<file path="config.mk">
export PLATFORM = sky130hd
export DESIGN_NAME = pwr_cmd_master
export DESIGN_NICKNAME = d
export VERILOG_FILES = /design/src/rtl/pwr_cmd_pkg.sv /design/src/rtl/pcm_ctrl.sv /design/src/rtl/pcm_datapath.sv /design/src/rtl/pwr_cmd_master.sv
export SDC_FILE = /design/constraint.sdc
export NUM_CORES = 1
export LEC_CHECK = 0
export BUFFER_PORTS_ARGS = -buffer_cell sky130_fd_sc_hd__buf_2
export CAP_MARGIN = 25
export CORE_ASPECT_RATIO = 1.5
export CORE_MARGIN = 2
export CORE_UTILIZATION = 25
export DETAILED_ROUTE_END_ITERATION = 6
export HOLD_SLACK_MARGIN = 0.05
export PLACE_DENSITY = 0.46
export SLEW_MARGIN = 20
export SYNTH_ARGS = -nofsm -noshare
export SYNTH_HDL_FRONTEND = slang
export SYNTH_HIERARCHICAL = 1
export SYNTH_SLANG_ARGS = --single-unit
</file>
<file path="constraint.sdc">
create_clock -name clk -period 3.2 [get_ports clk]
set_input_delay 0.48 -clock clk [delete_from_list [all_inputs] [get_ports clk]]
set_output_delay 0.48 -clock clk [all_outputs]
set_load 0.01 [all_outputs]
</file>
<file path="src/rtl/pwr_cmd_pkg.sv">
package pwr_cmd_pkg;

  // Kind of bit slot currently on the bus; also the control state.
  typedef enum logic [2:0] {
    K_IDLE,
    K_START,
    K_CMD,
    K_DATA,
    K_ACK,
    K_PARK
  } slotKind_t;

  localparam int START_LAST = 1;   // two start periods
  localparam int CMD_LAST   = 12;  // 13-bit command frame
  localparam int DATA_LAST  = 8;   // 9-bit data frame

  // Strobes from control to datapath.
  typedef struct packed {
    logic       load;      // request accepted this edge
    logic       sample;    // falling sclk edge in a receive slot
    logic       finish;    // last cycle of the park bit
    logic       sclkHigh;  // clock level for this cycle
    slotKind_t  kind;      // slot kind being produced
    logic [3:0] bitIdx;    // bit position inside the frame
  } seqStrobe_t;

endpackage

</file>
<file path="src/rtl/pcm_ctrl.sv">
module pcm_ctrl
  import pwr_cmd_pkg::*;
#(
  parameter int HALF_DIV  = 2,
  parameter int MAX_BYTES = 4
) (
  input  logic                                clk,
  input  logic                                rstN,
  input  logic                                reqValid,
  input  logic [$clog2(MAX_BYTES+1)-1:0]      reqLen,
  output logic                                reqReady,
  output seqStrobe_t                          strobe,
  output logic [((MAX_BYTES>1)?$clog2(MAX_BYTES):1)-1:0] byteIdx
);

  localparam int DIV_W = (HALF_DIV > 1) ? $clog2(HALF_DIV) : 1;
  localparam int LEN_W = $clog2(MAX_BYTES + 1);
  localparam int IDX_W = (MAX_BYTES > 1) ? $clog2(MAX_BYTES) : 1;

  slotKind_t        state;
  logic [DIV_W-1:0] divCnt;
  logic             half;      // 0 = first half of bit, 1 = second
  logic [3:0]       bitIdx;
  logic [IDX_W-1:0] lastByte;
  logic [IDX_W-1:0] lenClamp;
  logic             tickEnd;
  logic             slotEnd;
  logic             accept;

  assign tickEnd  = (divCnt == DIV_W'(HALF_DIV - 1));
  assign slotEnd  = tickEnd && half;
  assign accept   = (state == K_IDLE) && reqValid;
  assign reqReady = (state == K_IDLE);

  // Frame count: zero means one, anything above the buffer is capped.
  always_comb begin
    if (reqLen == '0)
      lenClamp = '0;
    else if (int'(reqLen) > MAX_BYTES)
      lenClamp = IDX_W'(MAX_BYTES - 1);
    else
      lenClamp = IDX_W'(int'(reqLen) - 1);
  end

  always_ff @(posedge clk or negedge rstN) begin
    if (!rstN) begin
      state    <= K_IDLE;
      divCnt   <= '0;
      half     <= 1'b0;
      bitIdx   <= '0;
      byteIdx  <= '0;
      lastByte <= '0;
    end else if (accept) begin
      state    <= K_START;
      divCnt   <= '0;
      half     <= 1'b0;
      bitIdx   <= '0;
      byteIdx  <= '0;
      lastByte <= lenClamp;
    end else if (state != K_IDLE) begin
      divCnt <= tickEnd ? '0 : divCnt + 1'b1;
      if (tickEnd) half <= ~half;
      if (slotEnd) begin
        unique case (state)
          K_START: begin
            if (bitIdx == 4'(START_LAST)) begin
              state  <= K_CMD;
              bitIdx <= '0;
            end else begin
              bitIdx <= bitIdx + 1'b1;
            end
          end
          K_CMD: begin
            if (bitIdx == 4'(CMD_LAST)) begin
              state  <= K_DATA;
              bitIdx <= '0;
            end else begin
              bitIdx <= bitIdx + 1'b1;
            end
          end
          K_DATA: begin
            if (bitIdx == 4'(DATA_LAST)) begin
              bitIdx <= '0;
              if (byteIdx == lastByte) state <= K_ACK;
              else                     byteIdx <= byteIdx + 1'b1;
            end else begin
              bitIdx <= bitIdx + 1'b1;
            end
          end
          K_ACK:   state <= K_PARK;
          K_PARK:  state <= K_IDLE;
          default: state <= K_IDLE;
        endcase
      end
    end
  end

  always_comb begin
    strobe.load     = accept;
    strobe.sample   = ((state == K_DATA) || (state == K_ACK)) && !half && tickEnd;
    strobe.finish   = (state == K_PARK) && slotEnd;
    strobe.sclkHigh = ((state == K_CMD) || (state == K_DATA) ||
                       (state == K_ACK) || (state == K_PARK)) && !half;
    strobe.kind     = state;
    strobe.bitIdx   = bitIdx;
  end

endmodule

</file>
<file path="src/rtl/pcm_datapath.sv">
module pcm_datapath
  import pwr_cmd_pkg::*;
#(
  parameter int MAX_BYTES = 4
) (
  input  logic                     clk,
  input  logic                     rstN,
  input  seqStrobe_t               strobe,
  input  logic [((MAX_BYTES>1)?$clog2(MAX_BYTES):1)-1:0] byteIdx,
  input  logic                     reqRead,
  input  logic [3:0]               reqAddr,
  input  logic [7:0]               reqCmd,
  input  logic [8*MAX_BYTES-1:0]   reqData,
  input  logic                     sdaIn,
  output logic                     sclk,
  output logic                     sdaOut,
  output logic                     sdaOe,
  output logic                     done,
  output logic                     rspAck,
  output logic                     rspParErr,
  output logic [8*MAX_BYTES-1:0]   rspData
);

  localparam int BUF_BITS = 8 * MAX_BYTES;
  localparam int BIT_W    = $clog2(BUF_BITS);

  logic                rdR;
  logic [3:0]          addrR;
  logic [7:0]          cmdR;
  logic [BUF_BITS-1:0] txBuf;
  logic                rxPar;
  logic [12:0]         cmdWord;
  logic [7:0]          txByte;
  logic [8:0]          dataWord;
  logic [BIT_W-1:0]    rxIdx;
  logic                nxtOe;
  logic                nxtOut;

  // Odd parity: parity bit makes the total count of ones odd.
  assign cmdWord  = {addrR, cmdR, ~^{addrR, cmdR}};
  assign txByte   = txBuf[{byteIdx, 3'b000} +: 8];
  assign dataWord = {txByte, ~^txByte};

  always_comb rxIdx = BIT_W'(int'(byteIdx) * 8 + 7 - int'(strobe.bitIdx));

  always_comb begin
    nxtOe  = 1'b0;
    nxtOut = 1'b0;
    unique case (strobe.kind)
      K_START: begin
        nxtOe  = 1'b1;
        nxtOut = (strobe.bitIdx == 4'd0);
      end
      K_CMD: begin
        nxtOe  = 1'b1;
        nxtOut = cmdWord[4'(CMD_LAST) - strobe.bitIdx];
      end
      K_DATA: begin
        nxtOe  = !rdR;
        nxtOut = !rdR && dataWord[4'(DATA_LAST) - strobe.bitIdx];
      end
      K_PARK: begin
        nxtOe  = 1'b1;
        nxtOut = 1'b0;
      end
      default: begin
        nxtOe  = 1'b0;
        nxtOut = 1'b0;
      end
    endcase
  end

  // Registered pin drivers and completion pulse.
  always_ff @(posedge clk or negedge rstN) begin
    if (!rstN) begin
      sclk   <= 1'b0;
      sdaOe  <= 1'b0;
      sdaOut <= 1'b0;
      done   <= 1'b0;
    end else begin
      sclk   <= strobe.sclkHigh;
      sdaOe  <= nxtOe;
      sdaOut <= nxtOut;
      done   <= strobe.finish;
    end
  end

  // Request capture and receive path.
  always_ff @(posedge clk or negedge rstN) begin
    if (!rstN) begin
      rdR       <= 1'b0;
      addrR     <= '0;
      cmdR      <= '0;
      txBuf     <= '0;
      rxPar     <= 1'b0;
      rspData   <= '0;
      rspAck    <= 1'b0;
      rspParErr <= 1'b0;
    end else if (strobe.load) begin
      rdR       <= reqRead;
      addrR     <= reqAddr;
      cmdR      <= reqCmd;
      txBuf     <= reqData;
      rxPar     <= 1'b0;
      rspData   <= '0;
      rspAck    <= 1'b0;
      rspParErr <= 1'b0;
    end else if (strobe.sample) begin
      if (strobe.kind == K_ACK) begin
        rspAck <= sdaIn;
      end else if (rdR) begin
        if (strobe.bitIdx == 4'd0) rxPar <= sdaIn;
        else                       rxPar <= rxPar ^ sdaIn;
        if (strobe.bitIdx < 4'(DATA_LAST)) rspData[rxIdx] <= sdaIn;
        else if (!(rxPar ^ sdaIn))         rspParErr <= 1'b1;
      end
    end
  end

endmodule

</file>
<file path="src/rtl/pwr_cmd_master.sv">
module pwr_cmd_master
  import pwr_cmd_pkg::*;
#(
  parameter int HALF_DIV  = 2,
  parameter int MAX_BYTES = 4
) (
  input  logic                               clk,
  input  logic                               rstN,
  input  logic                               reqValid,
  output logic                               reqReady,
  input  logic                               reqRead,
  input  logic [3:0]                         reqAddr,
  input  logic [7:0]                         reqCmd,
  input  logic [$clog2(MAX_BYTES+1)-1:0]     reqLen,
  input  logic [8*MAX_BYTES-1:0]             reqData,
  output logic                               sclk,
  output logic                               sdaOut,
  output logic                               sdaOe,
  input  logic                               sdaIn,
  output logic                               done,
  output logic                               rspAck,
  output logic                               rspParErr,
  output logic [8*MAX_BYTES-1:0]             rspData
);

  localparam int IDX_W = (MAX_BYTES > 1) ? $clog2(MAX_BYTES) : 1;

  seqStrobe_t       strobe;
  logic [IDX_W-1:0] byteIdx;

  pcm_ctrl #(.HALF_DIV(HALF_DIV), .MAX_BYTES(MAX_BYTES)) i_ctrl (
    .clk      (clk),
    .rstN     (rstN),
    .reqValid (reqValid),
    .reqLen   (reqLen),
    .reqReady (reqReady),
    .strobe   (strobe),
    .byteIdx  (byteIdx)
  );

  pcm_datapath #(.MAX_BYTES(MAX_BYTES)) i_dp (
    .clk       (clk),
    .rstN      (rstN),
    .strobe    (strobe),
    .byteIdx   (byteIdx),
    .reqRead   (reqRead),
    .reqAddr   (reqAddr),
    .reqCmd    (reqCmd),
    .reqData   (reqData),
    .sdaIn     (sdaIn),
    .sclk      (sclk),
    .sdaOut    (sdaOut),
    .sdaOe     (sdaOe),
    .done      (done),
    .rspAck    (rspAck),
    .rspParErr (rspParErr),
    .rspData   (rspData)
  );

endmodule

</file>
* After elaboration in Yosys (flattened, before gate mapping)
Index checks and enable logic that the tools add are counted.
Word-level totals: register bits after elaboration 97, bits of input ports 52, output and inout bits 39, word-level logic and storage cells 148
Operators by class: add/sub/neg operators 8, $lt $le $gt $ge 6, eq/ne operators 17, shift-type cells 1, muxes and demuxes 57, bitwise gates (word level) 2, reductions and logical operators 39
Operator list (number):
- 2-to-1 mux 32 bit | 5
- bitwise mux 32 bit | 1
- variable part select 32 x 6 -> 8 bit | 1
- 2-to-1 mux 4 bit | 6
- 2-to-1 mux 1 bit | 23
- 2-to-1 mux 3 bit | 7
- nonzero test 2 bit | 9
- 2-to-1 mux 2 bit | 8
- != test 3 x 1 -> 1 bit, second input constant | 4
- one-hot mux 3 bit (4 select lines) | 1
- one-hot mux 4 bit (3 select lines) | 1
- XNOR reduction 12 bit | 1
- less-than comparator 4 x 5 -> 1 bit, second input constant | 2
- AND reduction 5 bit | 2
- binary-select mux 1 bit (select 4 bit) | 2
- == test 4 bit, second input constant | 2
- logical AND 1 bit | 8
- XNOR reduction 8 bit | 1
- subtractor 4 bit, first input constant | 2
- == test 3 x 2 -> 1 bit, second input constant | 2
- == test 3 bit, second input constant | 2
- logical NOT 3 bit | 2
- less-than comparator 5 x 6 -> 1 bit, second input constant | 1
- AND reduction 3 bit | 2
- 28 further kinds | 35

* Longest topological paths before layout
depth in word-level cells 12, depth in mapped cells 12, depth with buffers taken out 10

* By module
The synthesis kept the hierarchy.
By module, submodules not included:
- pcm_datapath | times used 1, cells each 351, area an instance 4236.6 µm², seq. area each 2102.0 µm²
- pcm_ctrl | times used 1, cells each 106, area an instance 988.4 µm², seq. area each 325.3 µm²

* Least setup slack after synthesis
Ideal clock, no wire load.
kind reg-to-reg, from reg i_ctrl.state[0], to reg i_dp.addrR[0], setup time 125 ps, arrival 2120 ps, data required time 3075 ps, setup slack 955 ps, stages on the path, launching flop included 9, buffers on the path 4, clock period less this slack 2245 ps, cell sequence dfrtp_1 > buf_6 > nor3_4 > nand2_4 > inv_4 > buf_4 > clkbuf_1 > clkbuf_1 > mux2_2
Between the ends: word-level cells in the longest chain between the ends 2
RTL lines:
- from (decl) | RTL line pcm_ctrl.sv:20 | slotKind_t state;
- from (signal assigned) | RTL line pcm_ctrl.sv:47 | state <= K_IDLE;
- from (signal assigned) | RTL line pcm_ctrl.sv:54 | state <= K_START;
- from (signal assigned) | RTL line pcm_ctrl.sv:67 | state <= K_CMD;
- logical NOT 3 bit
- via reqReady | RTL line pwr_cmd_master.sv:10 | output logic reqReady,
- logical AND 1 bit | RTL line pcm_ctrl.sv:32 | assign accept = (state == K_IDLE) && reqValid;
- via i_ctrl.accept | RTL line pcm_ctrl.sv:28 | logic accept;
- to (signal assigned) | RTL line pcm_datapath.sv:101 | addrR <= reqAddr;
- to (decl) | RTL line pcm_datapath.sv:28 | logic [3:0] addrR;
The timed path passes the listed nets, and every way through them passes these cells. A chain may end at the register's enable or synchronous reset.

* Worst setup path after layout
from reg i_ctrl/byteIdx[0] (netlist bit), to reg i_dp.sdaOut
Between the ends: word-level cells in the longest chain between the ends 6
RTL lines:
- from (decl) | RTL line pcm_ctrl.sv:13 | output logic [((MAX_BYTES>1)?$clog2(MAX_BYTES):1)-1:0] byteIdx
- from (signal assigned) | RTL line pcm_ctrl.sv:85 | else byteIdx <= byteIdx + 1'b1;
- variable part select 32 x 6 -> 8 bit (*) | RTL line pcm_datapath.sv:41 | assign txByte = txBuf[{byteIdx, 3'b000} +: 8];
- XNOR reduction 8 bit | RTL line pcm_datapath.sv:42 | assign dataWord = {txByte, ~^txByte};
- binary-select mux 1 bit (select 4 bit) (*) | RTL line pcm_datapath.sv:60 | nxtOut = !rdR && dataWord[4'(DATA_LAST) - strobe.bitIdx];
- 2-to-1 mux 1 bit (implied by the code) (*) | RTL line pcm_datapath.sv:60
- logical AND 1 bit (*) | RTL line pcm_datapath.sv:60
- one-hot mux 1 bit (3 select lines) (*) | RTL line pcm_datapath.sv:49 | unique case (strobe.kind)
- via i_dp.nxtOut | RTL line pcm_datapath.sv:37 | logic nxtOut;
- to (signal assigned) | RTL line pcm_datapath.sv:83 | sdaOut <= nxtOut;
- to (decl) | RTL line pcm_datapath.sv:16 | output logic sdaOut,
The timed path passes the listed nets; every way through them passes the cells marked *. The select of a mux whose other input is x is not followed.

==> run metrics <==
Rel. slew slack 50.00%; total power 0.005647 W; Leak 3.080 nW; number of post-CTS setup repair buffers 0; Routed Antenna Nets 0; Post-Syn Nets 519; syn avg cell area 11.43 sq um; maxcap violations 0; Fin Hold WS 0.1639 ns; CTS tree built; Pins Over Slew Limit 0; DR WL/cell 15.77 um; post-route insts no fill 810; placed cells 794; ys async rst share 100.0%; crit-path most repeated cell mux4_2; clk_skew 0.008977 ns; pin count of the biggest net entering global routing 77; predominant post-synthesis flop cell dfrtp_1; compound-cell area share of the yosys netlist 5.460%; Post-synth EDFFs 0; 1st-pass router iterations 5; Worst Max-Slew Pin Slew 0.7500 ns; Slowest cell on crit path dfrtp_1; H-Tree Depth 3; Sink Count 97; initial antenna violation count 0; global-route wire length before repair 21150 um; synthesized cell area 5225 sq um; clk root buf clkbuf_16; crit path capture type register; Synth top cells by count 97 x dfrtp_1, 56 x nand2_1, 53 x nor2_1; Port Buffer Count 90; cell row count 64; unrepaired setup endpoints after global routing no; crit-path max FO 11; clock buffer count from CTS 9; Max Freq 420.2 MHz; sequential fraction of the synthesis area 46.46%; Distinct cells, synth 61; die area 22100 sq um; Post-Synth Simple-Gate Area 14.22%; Worst VDD drop 0.3104 mV; Yosys top cell area share 46.46%; vias in the first global route 3907; Post-Synth Adder-Cell Area 2.395%; cells resized by post-CTS repair 0; crit path time final 2.380 ns; Synth Area in XOR/XNOR 5.603%; crit-path cells mux4_2 -> mux4_2 -> nor2b_4 -> nor3_4 -> o211ai_2; I/O Pins 91; Routability Congestion 0.7519; Area contributors post-synth dfrtp_1 46%, mux2_2 9.3%, mux2i_1 6.7%, mux4_2 5.2%, nand2_1 4.0%; CP peak stage delay 0.72 ns; cell taking the most area after synthesis dfrtp_1; Syn Inst Count 457; vias per cell 4.502; Setup TNS 0 ns; status completed; CP Launch Type register; via count 3647; all-layer global routing usage 12.40%; Iter 0 DRT Violations 192; pwr/cell area 897.6 nW/um^2; final hold viol count 0; WS Path Type reg -> reg; clk_lat worst skew 0.36 ns; synthesis warning total 6; final net count 603; WP data required 3.43 ns; CTS max path bufs 2; Routed WL 12780 um; clock-pin slew on the worst setup and hold paths 0.07 ns; core area 20420 sq um; DR DRC count 0; Final period util 74.36%; Yosys reg bits 97; post-DP HPWL 9318 um; placed cell area 5927 sq um; Die Y 181.1 um; Remaining Overflow, GRT 0; largest family of logic cells by synthesized area multiplexers; Hold Path Class in -> async; CTS Hold Bufs 0; number of inserted diodes 0; Initial Util 25.59%; die width 122.0 um; Area Growth Syn to Fin 20.40%; mux cell area share after synthesis 21.79%; setup violators final 0; most common cell in the netlist dfrtp_1; layout cells sized above 1 34.80%; post-route cell area 6291 sq um; Worst EP arrival 2.61 ns
## state kept, by name, summed over array words and instances (netlist names), 2 cells and up
signal and count:
i_ctrl/lastByte 2, i_dp/txBuf 32, i_dp/cmdR 8, i_dp/addrR 4, i_dp/rspData 32, i_ctrl/bitIdx 4
i_ctrl/state 3, i_ctrl/byteIdx 2
## worst max-delay path: cells and delay by family (launching register included)
kind	cells	cell delay, ns
AND/OR/NAND/NOR	2	0.34
multiplexers	2	1.09
flip-flops	1	0.72
AO/OA/AOI/OAI	1	0.10
## cell usage in the layout, fill, tap and decap left out, types with 3 or more instances in the layout
master / synthesis / layout
o21ai_0: 11 / 11
inv_1: 9 / 9
mux2_2: 43 / 43
ha_1: 10 / 10
mux4_2: 12 / 12
nor3_1: 4 / 4
buf_2: 1 / 89
and2_1: 4 / 4
nand2b_1: 5 / 5
xnor2_1: 24 / 24
nor3_4: 3 / 3
xor2_1: 5 / 5
mux2i_1: 35 / 35
dfrtp_1: 97 / 97
nand3_1: 8 / 8
a21oi_1: 3 / 3
nand2_1: 56 / 56
bufinv_16: 0 / 3
buf_4: 1 / 9
nor2_1: 53 / 53
mux2_1: 3 / 3
clkbuf_16: 0 / 9
## layer usage
metal | part of all wire, % | up-vias | wire (um) | global-route usage (%)
met2 | 52 | 80 | 6631 | 21.63
met3 | 4.7 | 13 | 600 | 2.683
met4 | 1.6 | 0 | 204 | 4.460
met5 | 0 | - | 0 | 0
li1 | - | 1750 | - | -
met1 | 42 | 1804 | 5339 | 14.81
## through the flow
step                setup WS (ns)  utilization (%)
floorplan                  0.9553                -
global placement           0.8954            29.03
detailed placement         0.7867            29.03
CTS                        0.7657            30.79
global route               0.5493            30.81
finish                     0.8203            30.81
## power by group
part	internal (W)	leakage [nW]	switching, W
clock	0.000782	0.175	0.000514
sequential	0.00159	1.22	0.000414
combinational	0.00121	1.69	0.00113
## path summary, 6_finish.rpt
check                             startpoint             end  slack [ns]  cells past startpoint
hold / removal                          rstN       i_dp/done        0.16                      1
min in group clk                 reqData[10]  i_dp/txBuf[10]        0.35                      2
setup / recovery           i_ctrl/byteIdx[0]     i_dp/sdaOut        0.82                      5
hold reg to reg                i_dp/txBuf[3]   i_dp/txBuf[3]        0.49                      1
max in group asynchronous               rstN  i_dp/txBuf[12]        2.39                      2
setup reg to reg           i_ctrl/byteIdx[0]     i_dp/sdaOut        0.82                      5
## area by class of cell
class	instances	area, sq um
multi-input combinational	322	2585
fill	2103	14130
inverter	11	43.79
clock inverter	7	135.1
sequential	97	2427
tap	264	330.3
timing repair buffer	100	544.3
clock buffer	9	225.2
## cells by family after synthesis
logic type,count (synthesis)
fa+ha+maj,10
simple gates,151
mux,93
flops,97
xor+xnor,31
buf+inv,38
compound gates,37
(Power assumes the default switching activity.)
